===== src/rtl/edge_irq_pkg.sv =====
package edge_irq_pkg;

   // kind of register access decoded from an address offset
   typedef enum logic [1:0] {
      ACC_NONE  = 2'd0,
      ACC_WRITE = 2'd1,
      ACC_SET   = 2'd2,
      ACC_CLEAR = 2'd3
   } acc_kind_e;

   localparam int WINDOW = 3;

   function automatic acc_kind_e offset_to_kind(input int unsigned off);
      case (off)
         0:       return ACC_WRITE;
         1:       return ACC_SET;
         2:       return ACC_CLEAR;
         default: return ACC_NONE;
      endcase
   endfunction

endpackage


===== src/rtl/eir_sync.sv =====
module eir_sync #(
   parameter int WIDTH  = 5,
   parameter int STAGES = 2
) (
   input  logic             clk,
   input  logic             rst_n,
   input  logic [WIDTH-1:0] d_async,
   output logic [WIDTH-1:0] q_sync
);

   logic [WIDTH-1:0] stg [STAGES];

   for (genvar s = 0; s < STAGES; s++) begin : g_stage
      if (s == 0) begin : g_first
         always_ff @(posedge clk or negedge rst_n) begin
            if (!rst_n) stg[s] <= '0;
            else        stg[s] <= d_async;
         end
      end else begin : g_next
         always_ff @(posedge clk or negedge rst_n) begin
            if (!rst_n) stg[s] <= '0;
            else        stg[s] <= stg[s-1];
         end
      end
   end

   assign q_sync = stg[STAGES-1];

endmodule


===== src/rtl/eir_enable_reg.sv =====
module eir_enable_reg
   import edge_irq_pkg::*;
#(
   parameter int ADDR_W    = 8,
   parameter int DATA_W    = 8,
   parameter int NUM_SRC   = 5,
   parameter int BASE      = 'h0D,
   parameter logic [NUM_SRC-1:0] RESET_VAL = '1
) (
   input  logic              clk,
   input  logic              rst_n,
   input  logic [ADDR_W-1:0] addr,
   input  logic [DATA_W-1:0] wdata,
   input  logic              wr,
   output logic              hit,
   output logic [NUM_SRC-1:0] mask
);

   localparam int LAST = BASE + WINDOW - 1;

   logic [31:0]        addr_ext;
   int unsigned        off;
   acc_kind_e          kind;
   logic [NUM_SRC-1:0] mask_nxt;

   always_comb begin
      addr_ext = 32'(addr);
      hit      = (addr_ext >= 32'(BASE)) && (addr_ext <= 32'(LAST));
      off      = hit ? (addr_ext - 32'(BASE)) : 32'd0;
      kind     = (hit && wr) ? offset_to_kind(off) : ACC_NONE;
   end

   // per-bit next value; reserved write bits above NUM_SRC are never looked at
   for (genvar b = 0; b < NUM_SRC; b++) begin : g_bit
      always_comb begin
         case (kind)
            ACC_WRITE: mask_nxt[b] = wdata[b];
            ACC_SET:   mask_nxt[b] = mask[b] | wdata[b];
            ACC_CLEAR: mask_nxt[b] = mask[b] & ~wdata[b];
            default:   mask_nxt[b] = mask[b];
         endcase
      end
   end

   always_ff @(posedge clk or negedge rst_n) begin
      if (!rst_n) mask <= RESET_VAL;
      else        mask <= mask_nxt;
   end

endmodule


===== src/rtl/eir_edge_irq.sv =====
module eir_edge_irq #(
   parameter int NUM_SRC = 5
) (
   input  logic               clk,
   input  logic               rst_n,
   input  logic [NUM_SRC-1:0] cur,
   input  logic [NUM_SRC-1:0] rise_en,
   input  logic [NUM_SRC-1:0] fall_en,
   input  logic               ack,
   output logic               irq,
   output logic               req
);

   logic [NUM_SRC-1:0] prev;
   logic [NUM_SRC-1:0] qual;
   logic               any_qual;

   for (genvar i = 0; i < NUM_SRC; i++) begin : g_qual
      assign qual[i] = (cur[i] & ~prev[i] & rise_en[i]) |
                       (~cur[i] & prev[i] & fall_en[i]);
   end

   assign any_qual = |qual;

   always_ff @(posedge clk or negedge rst_n) begin
      if (!rst_n) begin
         prev <= '0;
         irq  <= 1'b0;
         req  <= 1'b0;
      end else begin
         prev <= cur;
         irq  <= any_qual;
         if (any_qual)  req <= 1'b1;
         else if (ack)  req <= 1'b0;
      end
   end

endmodule


===== src/rtl/edge_irq_regs.sv =====
module edge_irq_regs #(
   parameter int ADDR_W      = 8,
   parameter int DATA_W      = 8,
   parameter int NUM_SRC     = 5,
   parameter int SYNC_STAGES = 2,
   parameter int RISE_BASE   = 'h0D,
   parameter int FALL_BASE   = 'h10
) (
   input  logic               clk,
   input  logic               rst_n,
   input  logic [ADDR_W-1:0]  reg_addr,
   input  logic [DATA_W-1:0]  reg_wdata,
   input  logic               reg_wr,
   input  logic               reg_rd,
   output logic [DATA_W-1:0]  reg_rdata,
   input  logic [NUM_SRC-1:0] status_in,
   input  logic               rxcmd_ack,
   output logic               irq_pulse,
   output logic               rxcmd_req
);

   localparam int PAD_W = DATA_W - NUM_SRC;

   if (NUM_SRC > DATA_W) begin : g_chk_width
      $error("NUM_SRC must not exceed DATA_W");
   end
   if (SYNC_STAGES < 2) begin : g_chk_sync
      $error("SYNC_STAGES must be at least 2");
   end
   if ((RISE_BASE + 3 > FALL_BASE) && (FALL_BASE + 3 > RISE_BASE)) begin : g_chk_overlap
      $error("register windows overlap");
   end
   if ((RISE_BASE + 3 > (1 << ADDR_W)) || (FALL_BASE + 3 > (1 << ADDR_W))) begin : g_chk_range
      $error("register window beyond address space");
   end

   logic [NUM_SRC-1:0] st_sync;
   logic [NUM_SRC-1:0] rise_mask, fall_mask;
   logic               rise_hit, fall_hit;
   logic [DATA_W-1:0]  rd_val;

   eir_sync #(.WIDTH(NUM_SRC), .STAGES(SYNC_STAGES)) u_sync (
      .clk(clk), .rst_n(rst_n), .d_async(status_in), .q_sync(st_sync)
   );

   eir_enable_reg #(
      .ADDR_W(ADDR_W), .DATA_W(DATA_W), .NUM_SRC(NUM_SRC), .BASE(RISE_BASE)
   ) u_rise (
      .clk(clk), .rst_n(rst_n), .addr(reg_addr), .wdata(reg_wdata),
      .wr(reg_wr), .hit(rise_hit), .mask(rise_mask)
   );

   eir_enable_reg #(
      .ADDR_W(ADDR_W), .DATA_W(DATA_W), .NUM_SRC(NUM_SRC), .BASE(FALL_BASE)
   ) u_fall (
      .clk(clk), .rst_n(rst_n), .addr(reg_addr), .wdata(reg_wdata),
      .wr(reg_wr), .hit(fall_hit), .mask(fall_mask)
   );

   eir_edge_irq #(.NUM_SRC(NUM_SRC)) u_edge (
      .clk(clk), .rst_n(rst_n), .cur(st_sync), .rise_en(rise_mask),
      .fall_en(fall_mask), .ack(rxcmd_ack), .irq(irq_pulse), .req(rxcmd_req)
   );

   if (PAD_W > 0) begin : g_pad
      always_comb begin
         rd_val = '0;
         if (rise_hit)      rd_val = {{PAD_W{1'b0}}, rise_mask};
         else if (fall_hit) rd_val = {{PAD_W{1'b0}}, fall_mask};
      end
   end else begin : g_nopad
      always_comb begin
         rd_val = '0;
         if (rise_hit)      rd_val = rise_mask;
         else if (fall_hit) rd_val = fall_mask;
      end
   end

   always_ff @(posedge clk or negedge rst_n) begin
      if (!rst_n)      reg_rdata <= '0;
      else if (reg_rd) reg_rdata <= rd_val;
   end

endmodule


===== config.mk =====
export PLATFORM = sky130hd
export DESIGN_NAME = edge_irq_regs
export DESIGN_NICKNAME = d
export VERILOG_FILES = /design/src/rtl/edge_irq_pkg.sv /design/src/rtl/eir_sync.sv /design/src/rtl/eir_enable_reg.sv /design/src/rtl/eir_edge_irq.sv /design/src/rtl/edge_irq_regs.sv
export SDC_FILE = /design/constraint.sdc
export NUM_CORES = 1
export LEC_CHECK = 0
export BUFFER_PORTS_ARGS = -buffer_cell sky130_fd_sc_hd__buf_2
export CORE_AREA = 5 5 77 79
export DETAILED_ROUTE_END_ITERATION = 16
export DIE_AREA = 0 0 82 84
export SLEW_MARGIN = 20
export SYNTH_ARGS = -nofsm -noshare
export SYNTH_HDL_FRONTEND = slang
export SYNTH_SLANG_ARGS = --single-unit

===== constraint.sdc =====
create_clock -name clk -period 1.2 [get_ports clk]
set_input_delay 0.24 -clock clk [delete_from_list [all_inputs] [get_ports clk]]
set_output_delay 0.24 -clock clk [all_outputs]
set_load 0.005 [all_outputs]

==> flow_summary.json <==
{
  "grt_use_total_pct": 13.34,
  "first_pass_iters": 4,
  "drv_slew": 0,
  "grt_max_degree": 19,
  "ys_seq_elements": 32,
  "antenna_found_initial": 0,
  "vdd.ir_drop.worst_mv": 0.4708,
  "synthArstFlopShare_pct": 100.0,
  "critPathCaptureType": "flip-flop",
  "setup-violations-final": 15,
  "grt_pass1_wl_mm": 7.100,
  "dpl_cell_area_um2": 2126,
  "synth_area_per_cell_um2": 11.08,
  "ff2ff_path_depth": 5,
  "crit_slowest_cell": "or3_4",
  "cts_buffer_depth": 2,
  "clock_latency_ns": 0.27,
  "hold_viol": 0,
  "vias": 1465,
  "clkSlewWorstSetupHoldPaths_ns": 0.06,
  "ant_nets": 0,
  "grt_setup_unrepaired": "yes",
  "fin_setup_tns_ns": -3.656,
  "grt_pass1_vias": 1528,
  "stdcell_count": 293,
  "cp_cell_sequence": "buf_6 > inv_4 > ha_4 > and4b_2 > o221ai_2 > or3_4 > o31ai_4 > o32ai_2",
  "start_kind": "primary input",
  "fmax_mhz": 641.3,
  "die_h_um": 84,
  "crit_fanout": 5,
  "htreeDepth": 2,
  "synth_xor_xnor_area_share_pct": 1.020,
  "rows": 27,
  "drcViolationCount": 0,
  "layout.nets": 253,
  "wl_per_cell_um": 14.51,
  "via_per_inst": 5.000,
  "dp_cells": 275,
  "drt_iter0_markers": 81,
  "synth_cell_types": 42,
  "ys_warn_count": 0,
  "start_util_pct": 32.60,
  "status": "complete, but fails checks",
  "netlist_instances": 155,
  "layout_min_cycle_time_ns": 1.559,
  "routed_wl_mm": 4.252,
  "hold_path_class": "in2reg",
  "core_area_um2": 5270,
  "path_class": "in2reg",
  "synth_edf_count": 0,
  "failed_checks": "setup timing",
  "leakage_nw": 1.028,
  "dpl.hpwl_mm": 2.908,
  "holdPathStages": 1,
  "layout_setup_ws_ns": -0.3593,
  "root_buffer": "clkbuf_8",
  "place.gp.congestion": 0.8490,
  "synthSimpleGateAreaFrac_pct": 17.84,
  "ys.flop_type": "dfrtp_1",
  "numCtsBuffers": 5,
  "portBuffers": 29,
  "total_power_mw": 2.587,
  "drv_cap": 0,
  "p_per_area_nw_per_um2": 990.3,
  "synthesis.area_um2": 1718,
  "io_pins": 36,
  "drive_gt1_share_pct": 56.56,
  "yosysSeqAreaShare_pct": 47.34,
  "synth_compound_area_share_pct": 22.80,
  "final_area_um2": 2613,
  "skew_ns": 0.003592,
  "slowest_delay_ns": 0.44,
  "synth_fa_ha_area_share_pct": 5.098,
  "fin_crit_sh_pct": 129.9,
  "cp_data_required_time_ns": 1.39,
  "fp.dieW_um": 82,
  "cp.arrival_ns": 1.75,
  "die_area_um2": 6888,
  "cts.sinks": 32,
  "area_delta_synth_final_pct": 52.08,
  "cts_tree": "built",
  "overflow": 0,
  "synth_top_family_by_area": "compound AO/OA/AOI/OAI gates",
  "synthMuxAreaShare_pct": 0,
  "antenna_cells": 0
}
==> Yosys cell counts (2+ instances only) <==
| library cell | instances | area share, % |
|---|---|---|
| nand2_1 | 6 | 1.3 |
| ha_1 | 7 | 5.1 |
| xnor2_1 | 2 | 1.0 |
| nand3b_1 | 5 | 2.2 |
| buf_4 | 4 | 1.7 |
| o21ai_0 | 8 | 2.3 |
| a21o_1 | 2 | 0.87 |
| nor4b_2 | 2 | 1.7 |
| and4b_1 | 2 | 1.2 |
| a22oi_1 | 5 | 2.2 |
| a21oi_1 | 6 | 1.7 |
| buf_6 | 2 | 1.3 |
| o221ai_1 | 2 | 1.0 |
| inv_1 | 11 | 2.4 |
| o32ai_1 | 5 | 2.5 |
| o31ai_1 | 8 | 3.5 |
| dfstp_2 | 10 | 15 |
| or2_1 | 2 | 0.73 |
| a22o_1 | 5 | 2.5 |
| a31oi_1 | 5 | 1.8 |
| nor2_1 | 11 | 2.4 |
| nand2b_1 | 2 | 0.73 |
| nand4_1 | 3 | 1.1 |
| dfrtp_1 | 22 | 32 |
==> logic make-up after synthesis <==
| kind of cell | Yosys count |
|---|---|
| buffers and inverters | 18 |
| AOI/OAI and AO/OA | 53 |
| and+or+nand+nor | 42 |
| adders and majority gates | 7 |
| xor gates and xnor gates | 2 |
| DFF | 32 |
| other | 1 |
==> power by group <==
| part | total, mW | switching (mW) | leakage (nW) | internal (mW) |
|---|---|---|---|---|
| clock network | 0.750 | 0.344 | 0.0422 | 0.405 |
| logic | 0.577 | 0.283 | 0.620 | 0.294 |
| registers | 1.26 | 0.0708 | 0.365 | 1.19 |
==> final timing paths <==
kind,from,end,slack (ns)
worst max-delay path,reg_addr[0],u_rise.mask[2],-0.36
worst min-delay path,status_in[2],u_sync.stg[7],0.07
worst max register to register,u_sync.q_sync[3],u_edge.req,0.09
worst min register to register,u_sync.stg[6],u_sync.q_sync[1],0.35
max in group asynchronous,rst_n,u_edge.prev[3],0.36
min in group asynchronous,rst_n,u_edge.prev[2],0.42
==> registers in the layout, indices dropped and copies added, names as in the netlist <==
| register | cells |
|---|---|
| reg_rdata | 5 |
| u_edge.irq | 1 |
| u_edge.prev | 5 |
| u_edge.req | 1 |
| u_fall.mask | 5 |
| u_rise.mask | 5 |
| u_sync.q_sync | 5 |
| u_sync.stg | 5 |
==> per-layer routing <==
layer | wire length [um] | share of wire (%) | GRT usage, %
met4 | 44 | 1.0 | 4.230
met1 | 1834 | 43 | 16.60
met2 | 2206 | 52 | 21.60
met3 | 167 | 3.9 | 4.212
met5 | 0 | 0 | 0
==> worst max-delay path, delay by kind of cell <==
kind	cells	cell delay, ns
AOI/OAI and AO/OA	3	0.47
adders and majority gates	1	0.16
buffers and inverters	2	0.11
and+or+nand+nor	2	0.76
==> stage by stage <==
stage          utilization (%)  setup WS (ns)  hold WS (ns)
6_report                 49.57        -0.3593       0.06648
5_1_grt                  49.57        -0.4142       0.04883
4_1_cts                  48.50        -0.3423       0.05732
3_5_place_dp             40.34        -0.7130        0.1959
3_3_place_gp             40.34        -0.6950        0.1972
2_1_floorplan                -        -0.4820      -0.05559
==> layout make-up <==
cell class | count | area [um2]
clock inverters | 1 | 5.005
well taps | 72 | 90.09
fillers | 487 | 2658
multi-input cells | 107 | 1099
inverters | 11 | 53.80
repair buffers | 63 | 475.5
flip-flops and latches | 32 | 813.3
clock buffers | 7 | 76.32
==> cells in the final DEF (no fill, tap or decap), types with 3 or more instances in the layout <==
cell type  instances
conb_1             3
ha_2               3
ha_4               3
a21oi_1            6
buf_6              8
nand3b_1           5
buf_2             23
o32ai_2            5
inv_1              7
a22o_1             5
buf_4             27
nand4_1            3
o31ai_4            7
nor2_1            10
dfrtp_1           22
nand2_1            6
inv_4              3
o21ai_1            6
dfstp_2           10
a22oi_2            3
clkbuf_8           5
a31oi_1            5
==> repair_timing <==
action	in CTS	in global routing
buffers inserted	10	2
gates resized for setup	58	12
endpoints found under the hold margin	7	0
hold buffers	1	0
setup endpoints to repair	15	17
pin swaps	24	12
Power figures use the tool's default switching activity.
